[config.mk]
export PLATFORM = sky130hd
export DESIGN_NAME = mlc_drift_tester
export DESIGN_NICKNAME = d
export VERILOG_FILES = /design/src/rtl/mlc_drift_pkg.sv /design/src/rtl/mlc_thermo_decode.sv /design/src/rtl/mlc_drift_timer.sv /design/src/rtl/mlc_addr_walk.sv /design/src/rtl/mlc_drift_tester.sv
export SDC_FILE = /design/constraint.sdc
export NUM_CORES = 1
export LEC_CHECK = 0
export BUFFER_PORTS_ARGS = -buffer_cell sky130_fd_sc_hd__buf_4
export CAP_MARGIN = 20
export CORE_UTILIZATION = 40
export CTS_BUF_LIST = sky130_fd_sc_hd__clkbuf_16
export CTS_CLUSTER_SIZE = 10
export DETAILED_ROUTE_END_ITERATION = 12
export RECOVER_POWER = 25
export SETUP_SLACK_MARGIN = 0.4
export SYNTH_ARGS = -nofsm -noshare
export SYNTH_HDL_FRONTEND = slang
export SYNTH_SLANG_ARGS = --single-unit
[constraint.sdc]
create_clock -name clk -period 4.9 [get_ports clk]
set_input_delay 0.245 -clock clk [delete_from_list [all_inputs] [get_ports clk]]
set_output_delay 0.245 -clock clk [all_outputs]
set_load 0.01 [all_outputs]
[src/rtl/mlc_drift_pkg.sv]
package mlc_drift_pkg;
    typedef enum logic [2:0] {
        ST_IDLE,
        ST_FILL,
        ST_WAIT,
        ST_OPEN,
        ST_READ,
        ST_DRAIN
    } tst_state_t;
endpackage

[src/rtl/mlc_thermo_decode.sv]
module mlc_thermo_decode #(
    parameter int CODE_W = 5
) (
    input  logic [CODE_W-1:0]           code,
    output logic [$clog2(CODE_W+1)-1:0] level,
    output logic                        is_top,
    output logic                        bad
);
    localparam int LVL_W = $clog2(CODE_W + 1);

    // Level is the number of set bits.
    always_comb begin
        level = '0;
        for (int i = 0; i < CODE_W; i++) begin
            level = level + LVL_W'(code[i]);
        end
    end

    assign is_top = &code;
    // A thermometer pattern plus one has no bit in common with itself.
    assign bad    = |(code & (code + CODE_W'(1)));
endmodule

[src/rtl/mlc_drift_timer.sv]
module mlc_drift_timer #(
    parameter int CNT_W = 32
) (
    input  logic             clk,
    input  logic             rst_n,
    input  logic             load,
    input  logic [CNT_W-1:0] load_val,
    input  logic             run,
    output logic             expire,
    output logic             is_zero
);
    logic [CNT_W-1:0] cnt;

    always_ff @(posedge clk or negedge rst_n) begin
        if (!rst_n) begin
            cnt <= '0;
        end else if (load) begin
            cnt <= load_val;
        end else if (run && cnt != '0) begin
            cnt <= cnt - CNT_W'(1);
        end
    end

    assign expire  = run && (cnt == CNT_W'(1));
    assign is_zero = (cnt == '0);
endmodule

[src/rtl/mlc_addr_walk.sv]
module mlc_addr_walk #(
    parameter int ROW_W = 3,
    parameter int COL_W = 3
) (
    input  logic             clk,
    input  logic             rst_n,
    input  logic             load,
    input  logic [ROW_W-1:0] row_first,
    input  logic [ROW_W-1:0] row_last,
    input  logic [COL_W-1:0] col_first,
    input  logic [COL_W-1:0] col_last,
    input  logic             rewind,
    input  logic             step,
    output logic [ROW_W-1:0] row,
    output logic [COL_W-1:0] col,
    output logic             col_end,
    output logic             at_last
);
    logic [ROW_W-1:0] rf_q, rl_q;
    logic [COL_W-1:0] cf_q, cl_q;

    always_ff @(posedge clk or negedge rst_n) begin
        if (!rst_n) begin
            rf_q <= '0;
            rl_q <= '0;
            cf_q <= '0;
            cl_q <= '0;
            row  <= '0;
            col  <= '0;
        end else if (load) begin
            rf_q <= row_first;
            rl_q <= row_last;
            cf_q <= col_first;
            cl_q <= col_last;
            row  <= row_first;
            col  <= col_first;
        end else if (rewind) begin
            row <= rf_q;
            col <= cf_q;
        end else if (step) begin
            if (col_end) begin
                col <= cf_q;
                row <= row + ROW_W'(1);
            end else begin
                col <= col + COL_W'(1);
            end
        end
    end

    assign col_end = (col == cl_q);
    assign at_last = col_end && (row == rl_q);
endmodule

[src/rtl/mlc_drift_tester.sv]
module mlc_drift_tester
    import mlc_drift_pkg::*;
#(
    parameter int ROW_W  = 3,
    parameter int COL_W  = 3,
    parameter int CODE_W = 5,
    parameter int CNT_W  = 32
) (
    input  logic                        clk,
    input  logic                        rst_n,
    input  logic                        start,
    input  logic [ROW_W-1:0]            row_first,
    input  logic [ROW_W-1:0]            row_last,
    input  logic [COL_W-1:0]            col_first,
    input  logic [COL_W-1:0]            col_last,
    input  logic [CNT_W-1:0]            drift_cycles,
    output logic                        mem_en,
    output logic                        mem_we,
    output logic                        mem_act,
    output logic [ROW_W-1:0]            mem_row,
    output logic [COL_W-1:0]            mem_col,
    output logic [CODE_W-1:0]           mem_wdata,
    input  logic [CODE_W-1:0]           mem_rdata,
    output logic                        rec_valid,
    input  logic                        rec_ready,
    output logic [ROW_W-1:0]            rec_row,
    output logic [COL_W-1:0]            rec_col,
    output logic [CODE_W-1:0]           rec_code,
    output logic [$clog2(CODE_W+1)-1:0] rec_level,
    output logic                        rec_drift,
    output logic                        rec_invalid,
    output logic                        busy,
    output logic                        done
);
    localparam int LVL_W = $clog2(CODE_W + 1);

    tst_state_t state, state_nx;

    logic             go, step, rewind, issue, can_issue;
    logic             col_end, at_last, tmr_expire, tmr_zero;
    logic [ROW_W-1:0] cur_row;
    logic [COL_W-1:0] cur_col;
    logic [LVL_W-1:0] dec_level;
    logic             dec_top, dec_bad;

    assign go        = (state == ST_IDLE) && start;
    assign can_issue = !rec_valid || rec_ready;

    mlc_addr_walk #(.ROW_W(ROW_W), .COL_W(COL_W)) u_walk (
        .clk       (clk),
        .rst_n     (rst_n),
        .load      (go),
        .row_first (row_first),
        .row_last  (row_last),
        .col_first (col_first),
        .col_last  (col_last),
        .rewind    (rewind),
        .step      (step),
        .row       (cur_row),
        .col       (cur_col),
        .col_end   (col_end),
        .at_last   (at_last)
    );

    mlc_drift_timer #(.CNT_W(CNT_W)) u_timer (
        .clk      (clk),
        .rst_n    (rst_n),
        .load     (go),
        .load_val (drift_cycles),
        .run      (state == ST_WAIT),
        .expire   (tmr_expire),
        .is_zero  (tmr_zero)
    );

    mlc_thermo_decode #(.CODE_W(CODE_W)) u_dec (
        .code   (mem_rdata),
        .level  (dec_level),
        .is_top (dec_top),
        .bad    (dec_bad)
    );

    // State register
    always_ff @(posedge clk or negedge rst_n) begin
        if (!rst_n) begin
            state <= ST_IDLE;
        end else begin
            state <= state_nx;
        end
    end

    // Transitions
    always_comb begin
        state_nx = state;
        unique case (state)
            ST_IDLE:  if (start) state_nx = ST_FILL;
            ST_FILL:  if (at_last) state_nx = tmr_zero ? ST_OPEN : ST_WAIT;
            ST_WAIT:  if (tmr_expire) state_nx = ST_OPEN;
            ST_OPEN:  state_nx = ST_READ;
            ST_READ:  if (can_issue && col_end) state_nx = at_last ? ST_DRAIN : ST_OPEN;
            ST_DRAIN: if (rec_valid && rec_ready) state_nx = ST_IDLE;
            default:  state_nx = ST_IDLE;
        endcase
    end

    // Outputs per state
    always_comb begin
        mem_en  = 1'b0;
        mem_we  = 1'b0;
        mem_act = 1'b0;
        step    = 1'b0;
        rewind  = 1'b0;
        issue   = 1'b0;
        unique case (state)
            ST_IDLE: ;
            ST_FILL: begin
                mem_en = 1'b1;
                mem_we = 1'b1;
                step   = !at_last;
                rewind = at_last;
            end
            ST_WAIT: ;
            ST_OPEN: mem_act = 1'b1;
            ST_READ: begin
                issue  = can_issue;
                mem_en = can_issue;
                step   = can_issue;
            end
            ST_DRAIN: ;
            default: ;
        endcase
    end

    assign mem_row   = cur_row;
    assign mem_col   = cur_col;
    assign mem_wdata = '1;
    assign busy      = (state != ST_IDLE);

    // Result record and end pulse
    always_ff @(posedge clk or negedge rst_n) begin
        if (!rst_n) begin
            rec_valid   <= 1'b0;
            rec_row     <= '0;
            rec_col     <= '0;
            rec_code    <= '0;
            rec_level   <= '0;
            rec_drift   <= 1'b0;
            rec_invalid <= 1'b0;
            done        <= 1'b0;
        end else begin
            done <= (state == ST_DRAIN) && rec_valid && rec_ready;
            if (issue) begin
                rec_valid   <= 1'b1;
                rec_row     <= cur_row;
                rec_col     <= cur_col;
                rec_code    <= mem_rdata;
                rec_level   <= dec_level;
                rec_drift   <= !dec_top;
                rec_invalid <= dec_bad;
            end else if (rec_ready) begin
                rec_valid <= 1'b0;
            end
        end
    end
endmodule

After elaboration in Yosys (flattened, before gate mapping). Cells that the tools add are included.

Bits in registers: 71. Bits of input ports: 53. Output and inout bits: 33.

Add/sub/neg operators: 8. Equal/unequal tests: 13. Muxes and demuxes: 26. Bitwise operators: 1. Reduce and logical (&&, ||, !) cells: 24.

Operators with widths (number): 2-to-1 mux 32 bit (2); 2-to-1 mux 3 bit (14); == test 32 x 1 -> 1 bit (second input constant) (1); logical NOT 32 bit (1); nonzero test 32 bit (1); subtractor 32 x 1 -> 32 bit (second input constant) (1); one-hot mux 3 bit (6 select lines) (1); != test 2 bit (second input constant) (5); AND reduction 5 bit (2); adder 3 x 1 -> 3 bit (3); nonzero test 3 bit (3); logical AND 1 bit (8); 2-to-1 mux 1 bit (7); adder 3 x 1 -> 3 bit (second input constant) (2); == test 3 x 2 -> 1 bit (second input constant) (2); == test 3 bit (2); == test 3 bit (second input constant) (2); adder 5 x 1 -> 5 bit (second input constant) (1); bitwise AND 5 bit (1); OR reduction 5 bit (1); one-hot mux 1 bit (2 select lines) (2); nonzero test 2 bit (2); == test 3 x 1 -> 1 bit (second input constant) (1); logical NOT 1 bit (3); 4 further kinds (4).

Depth between registers and ports, before layout. Gate-level depths: netlist of the first run.

Depth after elaboration: 7. Gate-level depth with buffers: 8.

By module. Synthesis of the first run repeated with hierarchy kept, for this count alone.

Cell total of the unflattened synthesis: 430. Area, all modules: 4212.8 µm².

By module, submodules not included: mlc_drift_timer (instances 1, cells an instance 238, area each 2040.7 µm²); mlc_drift_tester (instances 1, cells an instance 87, area each 1051.0 µm²); mlc_addr_walk (instances 1, cells an instance 91, area each 992.2 µm²); mlc_thermo_decode (instances 1, cells an instance 14, area each 128.9 µm²).

Least setup slack after synthesis of the first run. OpenSTA, ideal clock, no wires.

Path type: register -> register. From: register u_timer.cnt[0]. To: register u_timer.cnt[6]. Library setup time: 0.135 ns. Data arrival time: 2.135 ns. Slack: 2.630 ns. Cell stages (with the launch flop): 9. Period minus slack after synthesis: 2.270 ns. Path through: dfrtp_1 -> inv_1 -> ha_1 -> or4b_1 -> or4_4 -> nor3_1 -> nor3_1 -> xnor2_1 -> a21oi_1.

Cells in the longest elaborated chain, start to end: 3.

Ends and longest elaborated chain: from (decl) (RTL line mlc_drift_timer.sv:12) `logic [CNT_W-1:0] cnt;`; from (signal assigned) (RTL line mlc_drift_timer.sv:18) `cnt <= load_val;`; from (signal assigned) (RTL line mlc_drift_timer.sv:20) `cnt <= cnt - CNT_W'(1);`; subtractor 32 x 1 -> 32 bit or nonzero test 32 bit (tied branches) (RTL line mlc_drift_timer.sv:20, mlc_drift_timer.sv:19); 2-to-1 mux 32 bit or logical AND 1 bit (tied branches) (RTL line mlc_drift_timer.sv:19) `end else if (run && cnt != '0) begin`; 2-to-1 mux 32 bit or nonzero test 2 bit (tied branches).

Parallel ways exist; a longest one is shown, timed or not. The select of a mux whose other input is x is not followed. A chain may end at the register's enable or synchronous reset.

Final worst setup path of the first run. Ends and elaborated chain as after synthesis.

==> results.txt, run 1 <==
CP peak stage delay -> 0.47 ns
Netlist Area Pre-Place -> 3850 um^2
Crit-path slowest cell -> or4b_1
CTS Hold Bufs -> 0
Antenna violations before repair -> 0
Max Buffers Root-to-Sink -> 2
Crit path kind -> flop to flop
Ys flop type -> dfrtp_1
Slew margin rel. -> 35.3%
Req. time, crit path -> 5.06 ns
Storage cell area -> 1780 um^2
PwrDens -> 563 nW/um^2
#FFs+latches synth -> 71
Port-buffer cells -> 80
Placed cell count -> 613
Biggest register -> u_timer.cnt
Max-cap violations -> 0
I/O Pins -> 86
R2R cell count -> 8
Synth async-reset ratio -> 100%
CP Depth -> 8
Delay-heaviest family, CP -> simple AND/OR/NAND/NOR gates
CTS tree -> built
Setup TNS Final -> 0 ns
Slew Limit Fails -> 0
Setup bufs post-CTS -> 0
First-pass GRT wire length -> 15.2 mm
Filler cells -> 883
Post-CTS Resized -> 0
H-tree Lvls -> 3
Critical Path AT -> 2.72 ns
Top flop regs -> u_timer.cnt: 32 flops, rec_code: 5 flops
Ranking of synthesized cells by area -> dfrtp_1 46%, nand2_1 9.1%, xnor2_1 4.6%, o21ai_0 4.3%, xor2_1 3.4%
Fin. Hold Viols -> 0
Vias in the first global route -> 3,225
Crit path top cell by count -> nor3_1
Mean Syn Cell Area -> 9.18 um^2
Clk pin slew, worst setup/hold paths -> 0.06 ns
Final min period -> 2.56 ns
Max Fclk -> 390 MHz
RSZ-0062 raised after global routing -> no
Starting Density -> 41.4%
First-pass iteration count of the detailed router -> 4
# diodes -> 0
Total CTS buffers -> 9
Slew @ Worst Pin -> 0.969 ns
Buf/Inv on CP -> 1
Die Height -> 100 um
Later-pin clock latency in the skew report -> 0.33 ns
Vias per cell -> 5.12
Row count -> 35
Post-synth EDFFs -> 0
Leakage -> 2.12 nW
Vias -> 3,223
Share of cells above drive strength 1 -> 22.4%
GR Overflow Total -> 0
Hpwl dp -> 6.20 mm
Hold crit path type -> input port to asynchronous set/reset pin
Routed WL -> 8.85 mm
Layout overhead on the synthesized area -> 25.7%
Core region area -> 9280 um^2
Period utilization -> 52.3%
GP Congestion -> 0.853
Multi-input logic area -> 1940 um^2
Worst VDD drop -> 0.000223 V
Cell chain of the critical path -> inv_1 > ha_1 > or4b_1 > or4_4 > nor3_1 > nor3_1 > xnor2_1 > a21oi_1
Status -> complete, no violations
Drt drc -> 0
Nets -> 557
Sequential-to-total area share from yosys stat -> 46.2%
Avg WL per Cell -> 14.1 um
Startpoint types -> flop
Post-route ant nets -> 0
YS warnings -> 0
PnR Total Power -> 2.72 mW
Setup violators final -> 0
Die ar. -> 10,000 um^2
WHS -> 0.0372 ns
Synth top area share -> 46.2%
Largest net degree at the start of global routing -> 72
Root buf cell -> clkbuf_16
Area leader, netlist -> dfrtp_1
Die X -> 100 um
CP max FO -> 5
Initial drt markers -> 109
Max reg flops -> 32
Final Non-Filler Cells -> 629
Core Util, Final -> 52.1%
Netlist cell types -> 55
Crit end category -> flop
Final Skew -> 0.00645 ns
Mapped Cells -> 419
GRT Resource Usage Total -> 19.2%
Sink Count -> 71
-- worst reg2reg max path: cells and delay by family, from the launching register on --
kind,cells,cell delay (ns)
AO/OA/AOI/OAI,1,0.09
adder cells (fa/ha/maj),1,0.24
XOR/XNOR,1,0.15
flip-flops,1,0.42
buffers and inverters,1,0.07
AND/OR/NAND/NOR,4,1.43
-- layout by cell type, fill, tap and decap left out, drive strengths merged, types with 4 or more instances in the layout --
master | synthesis | final
nand2 | 93 | 93
buf | 7 | 82
dfrtp | 71 | 71
o21ai | 38 | 38
nor2 | 23 | 23
xnor2 | 20 | 20
xor2 | 15 | 15
a21oi | 14 | 14
nand3 | 13 | 13
inv | 10 | 12
nor4 | 10 | 10
nor3 | 10 | 10
mux2 | 9 | 9
clkbuf | 13 | 9
ha | 7 | 7
conb | 1 | 5
nor2b | 4 | 4
nand2b | 4 | 4
nand3b | 4 | 4
mux2i | 4 | 4
and2 | 4 | 4
or4 | 4 | 4
-- report_power, final --
part,switching (mW),total [mW],internal (mW)
combinational,0.438,0.918,0.479
clock,0.237,0.674,0.437
sequential,0.271,1.13,0.861
total,0.946,2.72,1.78
-- metal layers --
metal | track usage (%) | routed length, um | vias to the layer above
met4 | 7.58 | 136 | 0
met5 | 0 | 0 | -
met1 | 24.5 | 4180 | 1552
met3 | 2.79 | 319 | 12
li1 | - | - | 1586
met2 | 32.9 | 4220 | 73
-- final timing paths --
check                                            from                          to  slack (ns)
setup / recovery           u_timer.cnt[0]$_DFFE_PN0P_  u_timer.cnt[6]$_DFFE_PN0P_        2.34
hold / removal                                  rst_n     rec_code[2]$_DFFE_PN0P_        0.04
setup reg to reg           u_timer.cnt[0]$_DFFE_PN0P_  u_timer.cnt[6]$_DFFE_PN0P_        2.34
hold reg to reg            u_walk.cf_q[2]$_DFFE_PN0P_  u_walk.cf_q[2]$_DFFE_PN0P_        0.47
max in group asynchronous                       rst_n        state[2]$_DFFE_PN0P_        4.28
min in group clk                          col_last[1]  u_walk.cl_q[1]$_DFFE_PN0P_        0.11
-- final cells by class --
type	instances	area share [%]
timing repair buffer	82	12.7
tap	129	3.34
sequential	71	36.7
multi-input combinational	321	40.1
clock inverter	7	1.66
clock buffer	9	4.66
inverter	10	0.776
-- cell usage after synthesis (all sizes together), types with 2 or more instances --
| library cell | count |
|---|---|
| o211ai | 2 |
| nor3 | 10 |
| xor2 | 15 |
| nand3b | 4 |
| ha | 7 |
| nand2 | 93 |
| mux2 | 9 |
| o311ai | 2 |
| clkbuf | 13 |
| fa | 2 |
| buf | 7 |
| nand2b | 4 |
| o21ai | 38 |
| o21bai | 2 |
| nand4 | 3 |
| nor2b | 4 |
| nand4b | 2 |
| dfrtp | 71 |
| xnor2 | 20 |
| a21oi | 14 |
| nand3 | 13 |
| mux2i | 4 |
| a211oi | 2 |
| inv | 10 |
| or3 | 2 |
| o31ai | 2 |
| and2 | 4 |
| nor4 | 10 |
| nor2 | 23 |
| a21o | 3 |
| or4 | 4 |
| a22oi | 2 |
-- per-stage QoR --
step                      instance area (um^2)  setup WS [ns]
final                                     4830           2.34
after global routing                      4830           2.12
after CTS                                 4830           2.34
after detailed placement                  4530           2.35
after global placement                    4530           2.40
after floorplan                           3860           2.63
-- cell families (layout without fill, tap and decap cells) --
group,after synthesis,in the layout,synth area share (%)
buffers and inverters,31,108,3.87
other,1,5,0.0975
XOR/XNOR,35,35,7.97
adder cells (fa/ha/maj),9,9,3.32
flip-flops,71,71,46.2
multiplexers,13,13,3.67
AND/OR/NAND/NOR,183,183,23.2
AO/OA/AOI/OAI,76,76,11.7
Note: power is estimated with default switching activity, not from simulation.
==> inputs of run 2 (changes only) <==
- clock period: 4.9 -> 2.2 ns (I/O delays scaled with it)
==> results.txt, run 2 (synthesis gave the netlist of run 1 again) <==
GP Congestion -> 0.877 (+2.8%)
Critical path startpoint -> u_timer.cnt[1]$_DFFE_PN0P_
Max Fclk -> 424 MHz (+8.7%)
Period utilization -> 107% (+55 points)
FF-to-FF Start -> u_timer.cnt[1]$_DFFE_PN0P_
Final min period -> 2.36 ns (-0.205 ns)
WHS -> -0.000601 ns (-0.0378 ns)
Crit path kind -> flop to flop
H-tree Lvls -> 3 (unchanged)
Max-cap violations -> 1 (+1)
Placed cell count -> 649 (+5.9%)
Routed WL -> 9.81 mm (+11%)
Die X -> 100 um (unchanged)
Crit-path slowest cell -> or4_4
Avg WL per Cell -> 13.9 um (-1.3%)
Layout overhead on the synthesized area -> 46.5%
GRT Resource Usage Total -> 20.5% (+1.3 points)
Final Skew -> 0.00545 ns (-0.00100 ns)
Critical Path AT -> 2.60 ns (-0.12 ns)
Final Non-Filler Cells -> 706 (+12%)
Clk pin slew, worst setup/hold paths -> 0.06 ns (about the same)
Hpwl dp -> 6.56 mm (+5.8%)
Gate power share -> 40.4% (+6.7 points)
Sink Count -> 71 (unchanged)
Fin. Hold Viols -> 1 (+1)
I/O Pins -> 86 (unchanged)
Share of cells above drive strength 1 -> 31.5% (+9.1 points)
RSZ-0062 raised after global routing -> yes
Commonest non-fill, non-tap cell in the layout -> buf_4
Hold Path Origin -> drift_cycles[9]
GR Overflow Total -> 0 (unchanged)
Total CTS buffers -> 9 (unchanged)
Drt drc -> 0 (unchanged)
Status -> finished, violations left
Starting Density -> 41.4% (unchanged)
Slew Limit Fails -> 72 (+72)
Crit end category -> flop
Req. time, crit path -> 2.45 ns (-2.61 ns)
Die Height -> 100 um (unchanged)
Psw -> 2.43 mW (+160%)
First-pass GRT wire length -> 16.0 mm (+4.9%)
# diodes -> 0 (unchanged)
CP max FO -> 3 (-2)
Final instance area -> 5640 um^2 (+17%)
Root buf cell -> clkbuf_16
Biggest register -> u_timer.cnt
Row count -> 35 (unchanged)
Top flop regs -> u_timer.cnt: 32 flops, rec_code: 5 flops
Worst VDD drop -> 0.000508 V (+130%)
Fin worst setup slack -> -0.158 ns (-2.49 ns)
Vias -> 3,520 (+9.2%)
Initial drt markers -> 120 (+10%)
Antenna violations before repair -> 0 (unchanged)
Internal power -> 4.08 mW (+130%)
Startpoint types -> flop
Die ar. -> 10,000 um^2 (unchanged)
Max Buffers Root-to-Sink -> 2 (unchanged)
Most frequent cells in the layout -> 99 x buf_4, 89 x nand2_1, 70 x dfrtp_1
Violations in the final reports -> hold timing, capacitance limit, slew limit, setup timing
Vias in the first global route -> 3,392 (+5.2%)
Setup violators final -> 14 (+14)
Vias per cell -> 4.99 (-2.7%)
Leakage -> 2.43 nW (+15%)
Slew margin rel. -> -17.4% (-53 points)
Core region area -> 9280 um^2 (unchanged)
Later-pin clock latency in the skew report -> 0.33 ns (about the same)
Cell chain of the critical path -> inv_2 > ha_4 > or4b_4 > or4_4 > nor3_4 > buf_6 > nand4_1 > xor2_1 > a21oi_1
Nets -> 634 (+14%)
Sequential Power Share -> 39.1% (-2.5 points)
DP Area -> 4830 um^2 (+6.6%)
Slew @ Worst Pin -> 1.76 ns (+0.792 ns)
Port-buffer cells -> 80 (unchanged)
PwrDens -> 1160 nW/um^2 (+110%)
First-pass iteration count of the detailed router -> 4 (unchanged)
Max reg flops -> 32 (unchanged)
Hold crit path type -> input port to flop
Sw frac -> 37.3% (+2.6 points)
CTS tree -> built
CP peak stage delay -> 0.46 ns (about the same)
Clock power share -> 20.5% (-4.2 points)
Largest net degree at the start of global routing -> 72 (unchanged)
Post-route ant nets -> 0 (unchanged)
run 2: changes by cell type in the layout (fill, tap and decap cells not counted), moves of 5 or more:
cell / delta
nand3_2: +5
xnor2_2: +5
dlygate4sd3_1: +28
buf_6: +7
xnor2_1: -5
nand3_1: -6
o21ai_0: -7
buf_4: +17
o21ai_1: +7
clkbuf_1: +24
nor4_1: -5
run 2: critical path: cells and delay by family, from the launching register on:
| kind | cells | cell delay [ns] |
|---|---|---|
| flops | 1 | 0.40 |
| fa+ha+maj | 1 | 0.12 |
| simple gates | 4 | 1.20 |
| compound gates | 1 | 0.16 |
| buf+inv | 2 | 0.22 |
| xor+xnor | 1 | 0.16 |
run 2: power groups by stage:
| stage | Clock, mW | Combinational [mW] | Sequential [mW] |
|---|---|---|---|
| 4_1_cts | 1.38 | 2.53 | 2.49 |
| 3_3_place_gp | 0 | 2.32 | 2.45 |
| 6_report | 1.34 | 2.63 | 2.55 |
| 5_1_grt | 1.44 | 2.94 | 2.64 |
| 2_1_floorplan | 0 | 1.32 | 2.48 |
| 3_5_place_dp | 0 | 2.38 | 2.46 |
run 2: area by class of cell:
type | instances | area [um^2]
Clock buffer | 9 | 225
Clock inverter | 7 | 47.5
Fill cell | 863 | 3650
Inverter | 10 | 37.5
Multi-Input combinational cell | 321 | 2190
Sequential cell | 71 | 1780
Tap cell | 129 | 161
Timing Repair Buffer | 159 | 1200
run 2: through the flow:
stage	hold slack, ns	utilization, %	setup WS, ns	TNS [ns]	power, mW
2_1_floorplan	-0.186	-	-0.0657	-0.346	3.81
3_3_place_gp	0.305	52.0	-0.0659	-0.547	4.77
3_5_place_dp	0.305	52.0	-0.153	-1.40	4.84
4_1_cts	0.000542	59.7	-0.135	-1.01	6.40
5_1_grt	0.00266	60.7	-0.256	-3.47	7.01
6_report	-0.000601	60.7	-0.158	-1.06	6.52
run 2: timing repair:
| item | CTS | global route |
|---|---|---|
| buffers inserted | 6 | 7 |
| endpoints found under the setup margin | 36 | 38 |
| cloned | 0 | 0 |
| pin swaps | 10 | 11 |
| gates resized for setup | 28 | 34 |
| hold buffers | 27 | 1 |
| endpoints found under the hold margin | 99 | 1 |
run 2: path summary, 6_finish.rpt:
check	end	slack, ns	depth (start not counted)
setup reg to reg	u_timer.cnt[30]$_DFFE_PN0P_	-0.16	9
hold reg to reg	rec_col[0]$_DFFE_PN0P_	0.48	2
hold / removal	u_timer.cnt[9]$_DFFE_PN0P_	-0.0006	3
min in group asynchronous	rec_level[1]$_DFFE_PN0P_	0.78	2
max in group asynchronous	u_timer.cnt[3]$_DFFE_PN0P_	0.24	2
setup / recovery	u_timer.cnt[30]$_DFFE_PN0P_	-0.16	9
run 2: routing by layer:
metal | share of wire, % | vias up | global-route usage (%)
li1 | - | 1740 | -
met1 | 46 | 1690 | 27.5
met2 | 48 | 76 | 33.6
met3 | 3.9 | 14 | 2.99
met4 | 1.7 | 0 | 8.03
met5 | 0 | - | 0
==> inputs of run 3 (changes only) <==
- SETUP_SLACK_MARGIN: 0.4 -> 0.05
==> results.txt, run 3 (synthesis gave the netlist of run 1 again) <==
Clock power share -> 21.7% (+1.2 points)
Most frequent cells in the layout -> 98 x buf_4, 93 x nand2_1, 71 x dfrtp_1
Vias per cell -> 5.00 (+0.28%)
Starting Density -> 41.4% (unchanged)
Die Height -> 100 um (unchanged)
Gate power share -> 39.9% (-0.5 points)
Period utilization -> 104% (-2.8 points)
Sink Count -> 71 (unchanged)
Final Skew -> 0.00352 ns (-0.00193 ns)
First-pass iteration count of the detailed router -> 4 (unchanged)
Leakage -> 2.34 nW (-4.0%)
Req. time, crit path -> 2.45 ns (about the same)
Violations in the final reports -> capacitance limit, slew limit, setup timing
Share of cells above drive strength 1 -> 27.0% (-4.5 points)
Slew @ Worst Pin -> 1.59 ns (-0.169 ns)
Commonest non-fill, non-tap cell in the layout -> buf_4
Crit-path slowest cell -> or4b_4
Top flop regs -> u_timer.cnt: 32 flops, rec_code: 5 flops
Nets -> 625 (-1.4%)
Max Buffers Root-to-Sink -> 2 (unchanged)
CTS tree -> built
Status -> finished, violations left
Fin worst setup slack -> -0.0973 ns (+0.0608 ns)
First-pass GRT wire length -> 15.9 mm (-0.43%)
Max reg flops -> 32 (unchanged)
Routed WL -> 9.62 mm (-1.9%)
Clk pin slew, worst setup/hold paths -> 0.06 ns (about the same)
Total CTS buffers -> 9 (unchanged)
Die X -> 100 um (unchanged)
Root buf cell -> clkbuf_16
Internal power -> 4.09 mW (+0.11%)
Cell chain of the critical path -> inv_2 > ha_4 > or4b_4 > or4_4 > nor3_4 > buf_6 > nand4_1 > xor2_1 > a21oi_1
Biggest register -> u_timer.cnt
Setup violators final -> 13 (-1)
Slew Limit Fails -> 72 (unchanged)
Core Util, Final -> 58.2% (-2.5 points)
Crit end category -> flop
Die ar. -> 10,000 um^2 (unchanged)
Psw -> 2.28 mW (-6.1%)
Sequential Power Share -> 38.4% (-0.7 points)
Max Fclk -> 435 MHz (+2.6%)
Max-cap violations -> 1 (unchanged)
Antenna violations before repair -> 0 (unchanged)
Startpoint types -> flop
Worst VDD drop -> 0.000488 V (-3.9%)
I/O Pins -> 86 (unchanged)
Later-pin clock latency in the skew report -> 0.32 ns (about the same)
CP max FO -> 8 (+5)
Filler cells -> 885 (+2.5%)
Drt drc -> 0 (unchanged)
GP Congestion -> 0.820 (-6.5%)
# diodes -> 0 (unchanged)
Crit path kind -> flop to flop
PwrDens -> 1180 nW/um^2 (+1.9%)
GR Overflow Total -> 0 (unchanged)
Final Non-Filler Cells -> 695 (-1.6%)
Hold crit path type -> input port to flop
Worst slack, placed -> -0.138 ns (+0.0148 ns)
Port-buffer cells -> 80 (unchanged)
Post-route ant nets -> 0 (unchanged)
Largest net degree at the start of global routing -> 72 (unchanged)
Vias in the first global route -> 3,360 (-0.94%)
Final min period -> 2.30 ns (-0.0608 ns)
H-tree Lvls -> 3 (unchanged)
Vias -> 3,475 (-1.3%)
Initial drt markers -> 135 (+13%)
Multi-input logic area -> 2050 um^2 (-6.5%)
Avg WL per Cell -> 13.8 um (-0.36%)
RSZ-0062 raised after global routing -> yes
GRT Resource Usage Total -> 20.2% (-0.26 points)
Placed cell count -> 652 (+0.46%)
Row count -> 35 (unchanged)
Storage cell area -> 1780 um^2 (about the same)
Critical Path AT -> 2.55 ns (-0.05 ns)
Core region area -> 9280 um^2 (unchanged)
CP peak stage delay -> 0.46 ns (about the same)
Fin. Hold Viols -> 0 (-1)
Sw frac -> 35.8% (-1.5 points)
Slew margin rel. -> -6.14% (+11 points)
Layout overhead on the synthesized area -> 40.6%
Hpwl dp -> 6.57 mm (+0.18%)
==> run 3: cell count changes in the layout (fill, tap and decap cells not counted), sizes merged <==
cell         delta
buf             -3
bufinv          +1
clkinv          -1
dlygate4sd3     -6
inv             -2
==> run 3: through the flow <==
stage / TNS, ns / area [um^2] / hold WS (ns) / total power, mW
6_report: -0.607 / 5410 / 0.00318 / 6.37
5_1_grt: -2.57 / 5410 / 0.00543 / 6.84
4_1_cts: -0.322 / 5430 / 0.0000996 / 6.45
3_5_place_dp: -1.11 / 4840 / 0.304 / 4.89
3_3_place_gp: -0.393 / 4840 / 0.301 / 4.79
2_1_floorplan: -0.367 / 3860 / -0.186 / 3.78
==> run 3: what timing repair did <==
| action | in CTS | in global routing |
|---|---|---|
| cloned | 0 | 0 |
| hold endpoints to repair | 93 | 0 |
| setup endpoints to repair | 21 | 26 |
| buffers inserted | 2 | 5 |
| gates resized for setup | 21 | 11 |
| pin swaps | 5 | 5 |
| hold buffers | 22 | 0 |
==> run 3: power by group through the flow <==
stage | Sequential [mW] | Combinational, mW | Clock, mW
floorplan | 2.47 | 1.31 | 0
global placement | 2.41 | 2.38 | 0
detailed placement | 2.43 | 2.46 | 0
CTS | 2.44 | 2.59 | 1.42
global route | 2.53 | 2.82 | 1.49
finish | 2.45 | 2.54 | 1.39
==> run 3: routing by layer <==
| layer | vias to the layer above | global-route usage (%) | share of wire, % |
|---|---|---|---|
| met5 | - | 0 | 0 |
| met4 | 0 | 6.69 | 1.7 |
| met3 | 11 | 3.90 | 4.4 |
| met2 | 93 | 32.2 | 47 |
| met1 | 1650 | 27.8 | 47 |
| li1 | 1721 | - | - |
==> run 3: worst paths after layout <==
check / startpoint / endpoint / slack, ns / cells past startpoint
min: drift_cycles[5] / u_timer.cnt[5]$_DFFE_PN0P_ / 0.003 / 3
min in group asynchronous: rst_n / rec_code[4]$_DFFE_PN0P_ / 0.73 / 2
max reg2reg: u_timer.cnt[0]$_DFFE_PN0P_ / u_timer.cnt[30]$_DFFE_PN0P_ / -0.1 / 9
max in group asynchronous: rst_n / u_timer.cnt[18]$_DFFE_PN0P_ / 0.50 / 2
max: u_timer.cnt[0]$_DFFE_PN0P_ / u_timer.cnt[30]$_DFFE_PN0P_ / -0.1 / 9
min reg2reg: u_walk.cf_q[1]$_DFFE_PN0P_ / u_walk.cf_q[1]$_DFFE_PN0P_ / 0.47 / 2
==> run 3: final cells by class <==
| type | count | share of cell area [%] |
|---|---|---|
| clock inverters | 5 | 0.949 |
| flip-flops and latches | 71 | 32.9 |
| clock buffers | 9 | 4.16 |
| repair buffers | 150 | 20.5 |
| multi-input cells | 321 | 37.9 |
| well taps | 129 | 2.98 |
| inverters | 10 | 0.694 |
==> run 3: critical path: cells and delay by family, from the launching register on <==
family	cells	cell delay [ns]
compound gates	1	0.13
flops	1	0.39
fa+ha+maj	1	0.14
simple gates	4	1.17
buf+inv	2	0.23
xor+xnor	1	0.16
